## config.mk

```make
export PLATFORM = sky130hd
export DESIGN_NAME = region_guard
export DESIGN_NICKNAME = d
export VERILOG_FILES = /design/src/rtl/region_guard_pkg.sv /design/src/rtl/region_table.sv /design/src/rtl/lowest_pick.sv /design/src/rtl/region_guard.sv
export SDC_FILE = /design/constraint.sdc
export NUM_CORES = 2
export LEC_CHECK = 0
export ABC_AREA = 1
export CORE_MARGIN = 1.5
export CORE_UTILIZATION = 61
export CTS_CLUSTER_SIZE = 25
export DETAILED_ROUTE_END_ITERATION = 7
export GPL_TIMING_DRIVEN = 0
export PLACE_DENSITY = 0.79
export REMOVE_ABC_BUFFERS = 1
export SLEW_MARGIN = 20
export SYNTH_ARGS = -nofsm -noshare
export SYNTH_HDL_FRONTEND = slang
export SYNTH_SLANG_ARGS = --single-unit
```

## constraint.sdc

```tcl
create_clock -name clk -period 7.7 [get_ports clk]
set_input_delay 1.54 -clock clk [delete_from_list [all_inputs] [get_ports clk]]
set_output_delay 1.54 -clock clk [all_outputs]
set_load 0.05 [all_outputs]
```

## src/rtl/region_guard_pkg.sv

```systemverilog
package region_guard_pkg;

  localparam int PERM_W    = 4;
  localparam int ATTR_W    = 5;
  localparam int CACHE_BIT = 4;

  typedef enum logic [1:0] {
    FLD_BASE  = 2'd0,
    FLD_LIMIT = 2'd1,
    FLD_ATTR  = 2'd2,
    FLD_CTRL  = 2'd3
  } cfg_field_e;

  // data permission: [0] sup read, [1] sup write, [2] user read, [3] user write
  function automatic logic data_perm_ok(logic [PERM_W-1:0] p, logic user, logic wr);
    logic ok;
    case ({user, wr})
      2'b00:   ok = p[0];
      2'b01:   ok = p[1];
      2'b10:   ok = p[2];
      default: ok = p[3];
    endcase
    return ok;
  endfunction

  // fetch permission: [0] sup execute, [1] user execute
  function automatic logic fetch_perm_ok(logic [PERM_W-1:0] p, logic user);
    return user ? p[1] : p[0];
  endfunction

endpackage

```

## src/rtl/region_table.sv

```systemverilog
module region_table
  import region_guard_pkg::*;
#(
  parameter int N  = 8,
  parameter int AW = 32,
  parameter int IW = 3
) (
  input  logic                       clk,
  input  logic                       rst_n,
  input  logic                       wr_en,
  input  logic [IW-1:0]              wr_idx,
  input  cfg_field_e                 wr_field,
  input  logic [AW-1:0]              wr_data,
  input  logic [AW-1:0]              addr,
  output logic [N-1:0]               match_o,
  output logic [N-1:0][PERM_W-1:0]   perm_o,
  output logic [N-1:0]               cache_o
);

  function automatic logic in_window(logic [AW-1:0] base, logic [AW-1:0] lim,
                                     logic [AW-1:0] a);
    return (a >= base) && (a < lim);
  endfunction

  for (genvar g = 0; g < N; g++) begin : g_slot
    logic [AW-1:0]     base_q;
    logic [AW-1:0]     limit_q;
    logic [ATTR_W-1:0] attr_q;
    logic              sel;

    assign sel = wr_en && (wr_idx == IW'(g));

    always_ff @(posedge clk) begin
      if (!rst_n) begin
        base_q  <= '0;
        limit_q <= '0;
        attr_q  <= '0;
      end else if (sel) begin
        case (wr_field)
          FLD_BASE:  base_q  <= wr_data;
          FLD_LIMIT: limit_q <= wr_data;
          FLD_ATTR:  attr_q  <= wr_data[ATTR_W-1:0];
          default:   ;
        endcase
      end
    end

    assign match_o[g] = in_window(base_q, limit_q, addr);
    assign perm_o[g]  = attr_q[PERM_W-1:0];
    assign cache_o[g] = attr_q[CACHE_BIT];
  end

endmodule

```

## src/rtl/lowest_pick.sv

```systemverilog
module lowest_pick #(
  parameter int N  = 8,
  parameter int IW = 3
) (
  input  logic [N-1:0]  match_i,
  output logic [N-1:0]  grant_o,
  output logic [IW-1:0] idx_o,
  output logic          hit_o
);

  always_comb begin
    idx_o = '0;
    for (int i = N - 1; i >= 0; i--) begin
      if (match_i[i]) idx_o = IW'(i);
    end
    hit_o   = |match_i;
    grant_o = '0;
    if (hit_o) grant_o[idx_o] = 1'b1;
  end

endmodule

```

## src/rtl/region_guard.sv

```systemverilog
module region_guard
  import region_guard_pkg::*;
#(
  parameter int ADDR_W = 32,
  parameter int N_IREG = 8,
  parameter int N_DREG = 8,
  localparam int IW_I  = (N_IREG > 1) ? $clog2(N_IREG) : 1,
  localparam int IW_D  = (N_DREG > 1) ? $clog2(N_DREG) : 1,
  localparam int IDX_W = (IW_I > IW_D) ? IW_I : IW_D,
  localparam int CFG_AW = IDX_W + 3
) (
  input  logic              clk,
  input  logic              rst_n,
  input  logic              cfg_we,
  input  logic [CFG_AW-1:0] cfg_addr,
  input  logic [ADDR_W-1:0] cfg_wdata,
  input  logic              req_valid,
  input  logic              req_fetch,
  input  logic              req_write,
  input  logic              req_user,
  input  logic [ADDR_W-1:0] req_addr,
  output logic              rsp_allow,
  output logic              rsp_cacheable,
  output logic              rsp_fault
);

  cfg_field_e cfg_field;
  logic       tbl_is_data;
  logic       enable_q;

  assign cfg_field   = cfg_field_e'(cfg_addr[1:0]);
  assign tbl_is_data = cfg_addr[CFG_AW-1];

  always_ff @(posedge clk) begin
    if (!rst_n)                             enable_q <= 1'b0;
    else if (cfg_we && cfg_field == FLD_CTRL) enable_q <= cfg_wdata[0];
  end

  logic                          i_wr, d_wr;
  logic [N_IREG-1:0]             i_match, i_grant, i_cache;
  logic [N_DREG-1:0]             d_match, d_grant, d_cache;
  logic [N_IREG-1:0][PERM_W-1:0] i_perm;
  logic [N_DREG-1:0][PERM_W-1:0] d_perm;
  logic [IW_I-1:0]               i_idx;
  logic [IW_D-1:0]               d_idx;
  logic                          i_hit, d_hit;

  assign i_wr = cfg_we && (cfg_field != FLD_CTRL) && !tbl_is_data;
  assign d_wr = cfg_we && (cfg_field != FLD_CTRL) &&  tbl_is_data;

  region_table #(.N(N_IREG), .AW(ADDR_W), .IW(IW_I)) u_itab (
    .clk, .rst_n,
    .wr_en(i_wr), .wr_idx(cfg_addr[IW_I+1:2]), .wr_field(cfg_field),
    .wr_data(cfg_wdata), .addr(req_addr),
    .match_o(i_match), .perm_o(i_perm), .cache_o(i_cache)
  );

  region_table #(.N(N_DREG), .AW(ADDR_W), .IW(IW_D)) u_dtab (
    .clk, .rst_n,
    .wr_en(d_wr), .wr_idx(cfg_addr[IW_D+1:2]), .wr_field(cfg_field),
    .wr_data(cfg_wdata), .addr(req_addr),
    .match_o(d_match), .perm_o(d_perm), .cache_o(d_cache)
  );

  lowest_pick #(.N(N_IREG), .IW(IW_I)) u_ipick (
    .match_i(i_match), .grant_o(i_grant), .idx_o(i_idx), .hit_o(i_hit)
  );

  lowest_pick #(.N(N_DREG), .IW(IW_D)) u_dpick (
    .match_i(d_match), .grant_o(d_grant), .idx_o(d_idx), .hit_o(d_hit)
  );

  logic              win_hit, win_cache, perm_ok, check_allow;
  logic [PERM_W-1:0] win_perm;

  assign win_hit   = req_fetch ? i_hit           : d_hit;
  assign win_perm  = req_fetch ? i_perm[i_idx]   : d_perm[d_idx];
  assign win_cache = req_fetch ? i_cache[i_idx]  : d_cache[d_idx];
  assign perm_ok   = req_fetch ? fetch_perm_ok(win_perm, req_user)
                               : data_perm_ok(win_perm, req_user, req_write);
  assign check_allow = win_hit && perm_ok;

  assign rsp_allow     = !enable_q || check_allow;
  assign rsp_cacheable = !enable_q || (win_hit && win_cache);
  assign rsp_fault     = req_valid && enable_q && !check_allow;

endmodule

```

[Yosys cells after proc, flatten, opt, wreduce, memory -nomap -nowiden]
Cells that the tools add are included.
Word-level totals
  flip-flop bits (word level): 1105
  input port bits: 77
  output and inout port bits: 3
  logic and storage cells: 224
Operators by class
  order comparisons: 34
  equality and inequality tests: 13
  multiplexer cells: 30
  reductions and logical operators: 98
Operators by type and width (count)
  32-bit greater-or-equal comparator: 16
  32-bit less-than comparator: 16
  2-bit AND reduction: 48
  3-bit 2-to-1 mux: 16
  1-bit logical AND: 40
  4-bit binary-select mux with 3-bit select: 2
  8-bit OR reduction: 2
  3-bit == test, second input constant: 4
  4-bit 2-to-1 mux: 3
  3-bit by 4-bit less-than comparator with 1-bit output, second input constant: 2
  1-bit binary-select mux with 3-bit select: 2
  2-bit == test, second input constant: 3
  3-bit by 2-bit == test with 1-bit output, second input constant: 2
  1-bit 2-to-1 mux: 6
  2-bit by 1-bit == test with 1-bit output, second input constant: 2
  2-bit zero test: 2
  3-bit by 1-bit == test with 1-bit output, second input constant: 1
  1-bit zero test: 3
  3-bit zero test: 1
  1-bit one-hot mux with 3 select lines: 1
  1-bit logical OR: 2
  2-bit != test, second input constant: 1

[Logic depth before layout (Yosys ltp)]
  depth after elaboration: 18
  gate-level depth with buffers: 32
  gate-level depth less buffers: 30

[Hierarchy]
Synthesis repeated with hierarchy kept, for this count alone.
Second synthesis, totals
  cell total of the unflattened synthesis: 8551
  area total of the unflattened synthesis: 64040.2 um^2
Modules (own cells, without submodules)
  region_table at u_dtab: times used 1, cells each 4146, area each 31450.2 um^2, sequential area each 11050.6 um^2
  region_table at u_itab: times used 1, cells each 4137, area each 31418.9 um^2, sequential area each 11050.6 um^2
  region_guard: times used 1, cells each 186, area each 813.3 um^2, sequential area each 20.0 um^2
  lowest_pick: times used 2, cells each 41, area each 178.9 um^2, sequential area each 0.0 um^2

[Least setup slack after synthesis]
OpenSTA, ideal clock, no wires.
  kind: input port to output port
  start: in req_addr[0]
  end: out rsp_fault
  data arrival time: 4.023 ns
  required time: 6.160 ns
  slack: 2.137 ns
  stages on the path: 30
  path buffers: 2
  cells stage by stage: inv_2 -> buf_6 -> ha_1 -> inv_1 -> nand2_1 -> nand2_1 -> nand2_1 -> nand2_1 -> nand2_1 -> nand2_1 -> nand2_1 -> nand2_1 -> a21oi_1 -> nor2_1 -> nand2_1 -> nand2_1 -> nand2_1 -> nand2_1 -> nand2_2 -> nand2_4 -> nand2_2 -> buf_4 -> nand2_1 -> nand3_1 -> nand3_1 -> nand3_1 -> nand3_1 -> nand2_1 -> nand2_1 -> a21oi_2
Between the ends
  cells in the longest elaborated chain, start to end: 18
  elaborated cells between the ends (all ways): 78
  classes of those cells: order compare: 32; mux: 25; reduce/logical: 21
RTL lines
  start: declaration: line region_guard.sv:21  | input logic [ADDR_W-1:0] req_addr,
  32-bit greater-or-equal comparator / 32-bit less-than comparator (equally long branches): line region_table.sv:22  | return (a >= base) && (a < lim);
  1-bit logical AND: line region_table.sv:22
  3-bit 2-to-1 mux (8 in series): line lowest_pick.sv:14  | if (match_i[i]) idx_o = IW'(i);
  4-bit binary-select mux with 3-bit select: line region_guard.sv:77  | assign win_perm = req_fetch ? i_perm[i_idx] : d_perm[d_idx];
  4-bit 2-to-1 mux (implied by the code): line region_guard.sv:77
  4-bit 2-to-1 mux: line region_guard.sv:77
  1-bit one-hot mux with 3 select lines / 1-bit 2-to-1 mux (equally long branches): line region_guard_pkg.sv:17, region_guard_pkg.sv:28
  1-bit 2-to-1 mux: line region_guard.sv:79  | assign perm_ok = req_fetch ? fetch_perm_ok(win_perm, req_user)
  1-bit logical AND *: line region_guard.sv:81  | assign check_allow = win_hit && perm_ok;
  1-bit zero test *: line region_guard.sv:85  | assign rsp_fault = req_valid && enable_q && !check_allow;
  1-bit logical AND *: line region_guard.sv:85
  end: declaration: line region_guard.sv:24  | output logic rsp_fault
Mark *: on every way between the ends. The rest lies on a longest branch, timed or not. The select of a mux whose other input is x is not followed.

[Worst setup path after layout]
  start: in req_addr[3]
  end: out rsp_allow
Between the ends
  cells in the longest elaborated chain, start to end: 17
  elaborated cells between the ends (all ways): 77
  classes of those cells: order compare: 32; mux: 25; reduce/logical: 20
RTL lines
  32-bit greater-or-equal comparator / 32-bit less-than comparator (equally long branches): line region_table.sv:22
  1-bit logical AND: line region_table.sv:22
  3-bit 2-to-1 mux (8 in series): line lowest_pick.sv:14
  4-bit binary-select mux with 3-bit select: line region_guard.sv:77
  4-bit 2-to-1 mux (implied by the code): line region_guard.sv:77
  4-bit 2-to-1 mux: line region_guard.sv:77
  1-bit one-hot mux with 3 select lines / 1-bit 2-to-1 mux (equally long branches): line region_guard_pkg.sv:17, region_guard_pkg.sv:28
  1-bit 2-to-1 mux: line region_guard.sv:79
  1-bit logical AND *: line region_guard.sv:81
  1-bit logical OR *: line region_guard.sv:83  | assign rsp_allow = !enable_q || check_allow;
  end: declaration: line region_guard.sv:22  | output logic rsp_allow,
Marked as above.

==> flow_summary.toml <==
[floorplanning]
num_rows = 116
die_area_um2 = 103000
core-area_um2 = 100000
initial_core_util_pct = 61.6
fp.dieW_um = 321
io_pins = 80
die_y_um = 321

[logic_synthesis]
synthCells = 8135
yosys_most_used_dff = "dfxtp_1"
ys_seq_area_share_pct = 35.3
synth_top_cell_by_area = "dfxtp_1"
yosys.cell_types.count = 47
async_reset_ff_share_pct = 0
syn_area_um2 = 61700
synth_edf_count = 0
yosysWarnings = 0
yosys.area.top_type_share_pct = 35.3
syn_avg_cell_area_um2 = 7.59
ys_seq_elements = 1089
ys_top_cells_by_area = "dfxtp_1, ha_1, a21oi_1, o21ai_0, inv_1"

[grt]
antenna_found_initial = 4
met3_usage_pct = 5.09
globalRouteOverflowTotal = 0
top_usage_layer = "met2"
track_usage_pct = 34.4
grtUsageMet2_pct = 56.6
met1_usage_pct = 43.2
grt_max_degree = 158
grt_pass1_wl_um = 279000
grt_pass1_vias = 51600

[placed_design]
place.port_buffers = 79
gp_congestion = 0.854
placedCellCount = 9149
dp_hpwl_um = 112000

[clocking]
clkSinkCount = 1089
cts_tree = "yes"
clockBufferDepth = 3
cts_max_level = 3
cts-root-buf = "clkbuf_16"
cts_buffers = 117
clkLatencyLatePin_ns = 0.70
cts-hold-fix-buffers = 0
postCtsSetupBuffers = 0
clkTransAtPathRegs_ns = 0.06

[power_and_ir_drop]
power.total_mw = 13.2
power_leakage_nw = 26.7
powerDensity_nw_per_um2 = 194
irDropWorstVdd_mv = 0.184

[sta]
setup_viol = 0
hold-worst-slack_ns = 0.455
max_freq_mhz = 135
totalNegativeSetupSlack_ns = 0
fin_crit_ns = 7.42
slew_headroom_pct = 27.4
slew_viol_final = 0
skew_ns = 0
hold_violations = 0
tightest_slew_ns = 1.09
rsz0062_at_grt = "no"
finalCritPeriodShare_pct = 96.3

[worst_setup_path]
critPathArrivalTime_ns = 5.88
end_kind = "output port"
cp_common_cell = "nand2_1"
crit_type = "input pin to output port"
cp_max_fo = 21
startpoint_type = "input pin"
cp_data_required_time_ns = 6.16
cp_slowest_stage_delay_ns = 0.42
critPathSlowestCell = "buf_2"

[cells_and_area]
n_fill_cell = 8121
drive_gt1_share_pct = 4.83
layout_common_cells = "a21oi_1, inv_1, o21ai_0"
diodes = 0
layout.cells.non_filler = 9360
final_common_cell = "a21oi_1"
syn_to_final_growth_pct = 10.0
nets = 9055

[route]
drc = 0
avgRoutedWirePerCell_um = 19.3
vias_per_cell = 5.89
drtIter0Drc = 4961
antenna_left = 0
wl_um = 181000
drt_first_pass_iters = 6
num_vias = 55100

[outcome]
status = "finished, final reports clean"

[worst_hold_path]
min_path_type = "flip-flop to flip-flop"

[run]
cap_violations = 0
[worst max-delay path, delay by kind of cell]
family          cells  cell delay [ns]
simple gates       18             2.36
buf+inv             4             1.19
compound gates      2             0.47
fa+ha+maj           1             0.29
[final cells by class]
cell class              instances  area (µm²)  share of cell area [%]
clock buffers                 171        3460                    5.10
repair buffers                148        2130                    3.14
flip-flops and latches       1089       21800                    32.1
well taps                    1298        1620                    2.39
multi-input cells            5338       33500                    49.3
inverters                    1276        4840                    7.13
clock inverters                40         541                   0.796
[Yosys cell counts, drive strengths merged (7+ instances only)]
cell type     n
a21oi      1514
inv        1244
o21ai      1236
dfxtp      1089
ha         1008
nand2       738
clkbuf      420
nor2        383
nand3       174
nand4        80
nor3         39
o211ai       34
clkinv       32
o21a         29
nand3b       20
nor4         18
a211oi       17
buf          12
a31oi        10
a21o          7
o221ai        7
[worst paths after layout]
| kind | from | to | slack, ns | cells past startpoint |
|---|---|---|---|---|
| max | req_addr[3] | rsp_allow | 0.28 | 25 |
| min | u_dtab.g_slot[2].attr_q[0] | u_dtab.g_slot[2].attr_q[0] | 0.45 | 2 |
| max reg2reg | u_dtab.g_slot[2].limit_q[0] | u_dtab.g_slot[2].limit_q[0] | 6.96 | 2 |
| min reg2reg | u_dtab.g_slot[2].attr_q[0] | u_dtab.g_slot[2].attr_q[0] | 0.45 | 2 |
[power by group]
part	total (mW)	internal, mW	switching [mW]
sequential	5.68	5.67	0.00959
combinational	1.61	0.525	1.09
clock	5.88	3.52	2.36
[timing repair]
action / CTS / global route
setup endpoints to repair: 3 / 3
resized for setup: 10 / 9
gates cloned: 0 / 0
[metrics by stage]
stage	utilization, %	setup WS (ns)	area [µm²]
3_5_place_dp	63.8	-0.761	63900
2_1_floorplan	-	1.94	60100
4_1_cts	67.8	0.0170	67900
5_1_grt	67.8	0.0628	67900
3_3_place_gp	62.4	-19.53	62500
6_report	67.8	0.282	67900
[sequential cells by signal (all words and copies together) (netlist names)]
| signal | flops |
|---|---|
| u_itab.g_slot.attr_q | 24 |
| u_dtab.g_slot.limit_q | 256 |
| u_dtab.g_slot.attr_q | 40 |
| u_itab.g_slot.limit_q | 256 |
| enable_q | 1 |
| u_itab.g_slot.base_q | 256 |
| u_dtab.g_slot.base_q | 256 |
[routing by layer]
metal	share of wire, %	vias to the layer above
met5	0.0039	-
met4	5.7	2
met3	8.2	558
met2	45	2032
met1	41	25500
li1	-	27000
[cell families (layout without fill, tap and decap cells)]
| group | Yosys count | in the layout | synth area share (%) |
|---|---|---|---|
| AOI/OAI and AO/OA | 2867 | 2867 | 23.7 |
| buffers and inverters | 1708 | 1635 | 10.5 |
| and+or+nand+nor | 1463 | 1463 | 10.1 |
| DFF | 1089 | 1089 | 35.3 |
| adders and majority gates | 1008 | 1008 | 20.4 |
Note: power is estimated with default switching activity, not from simulation.
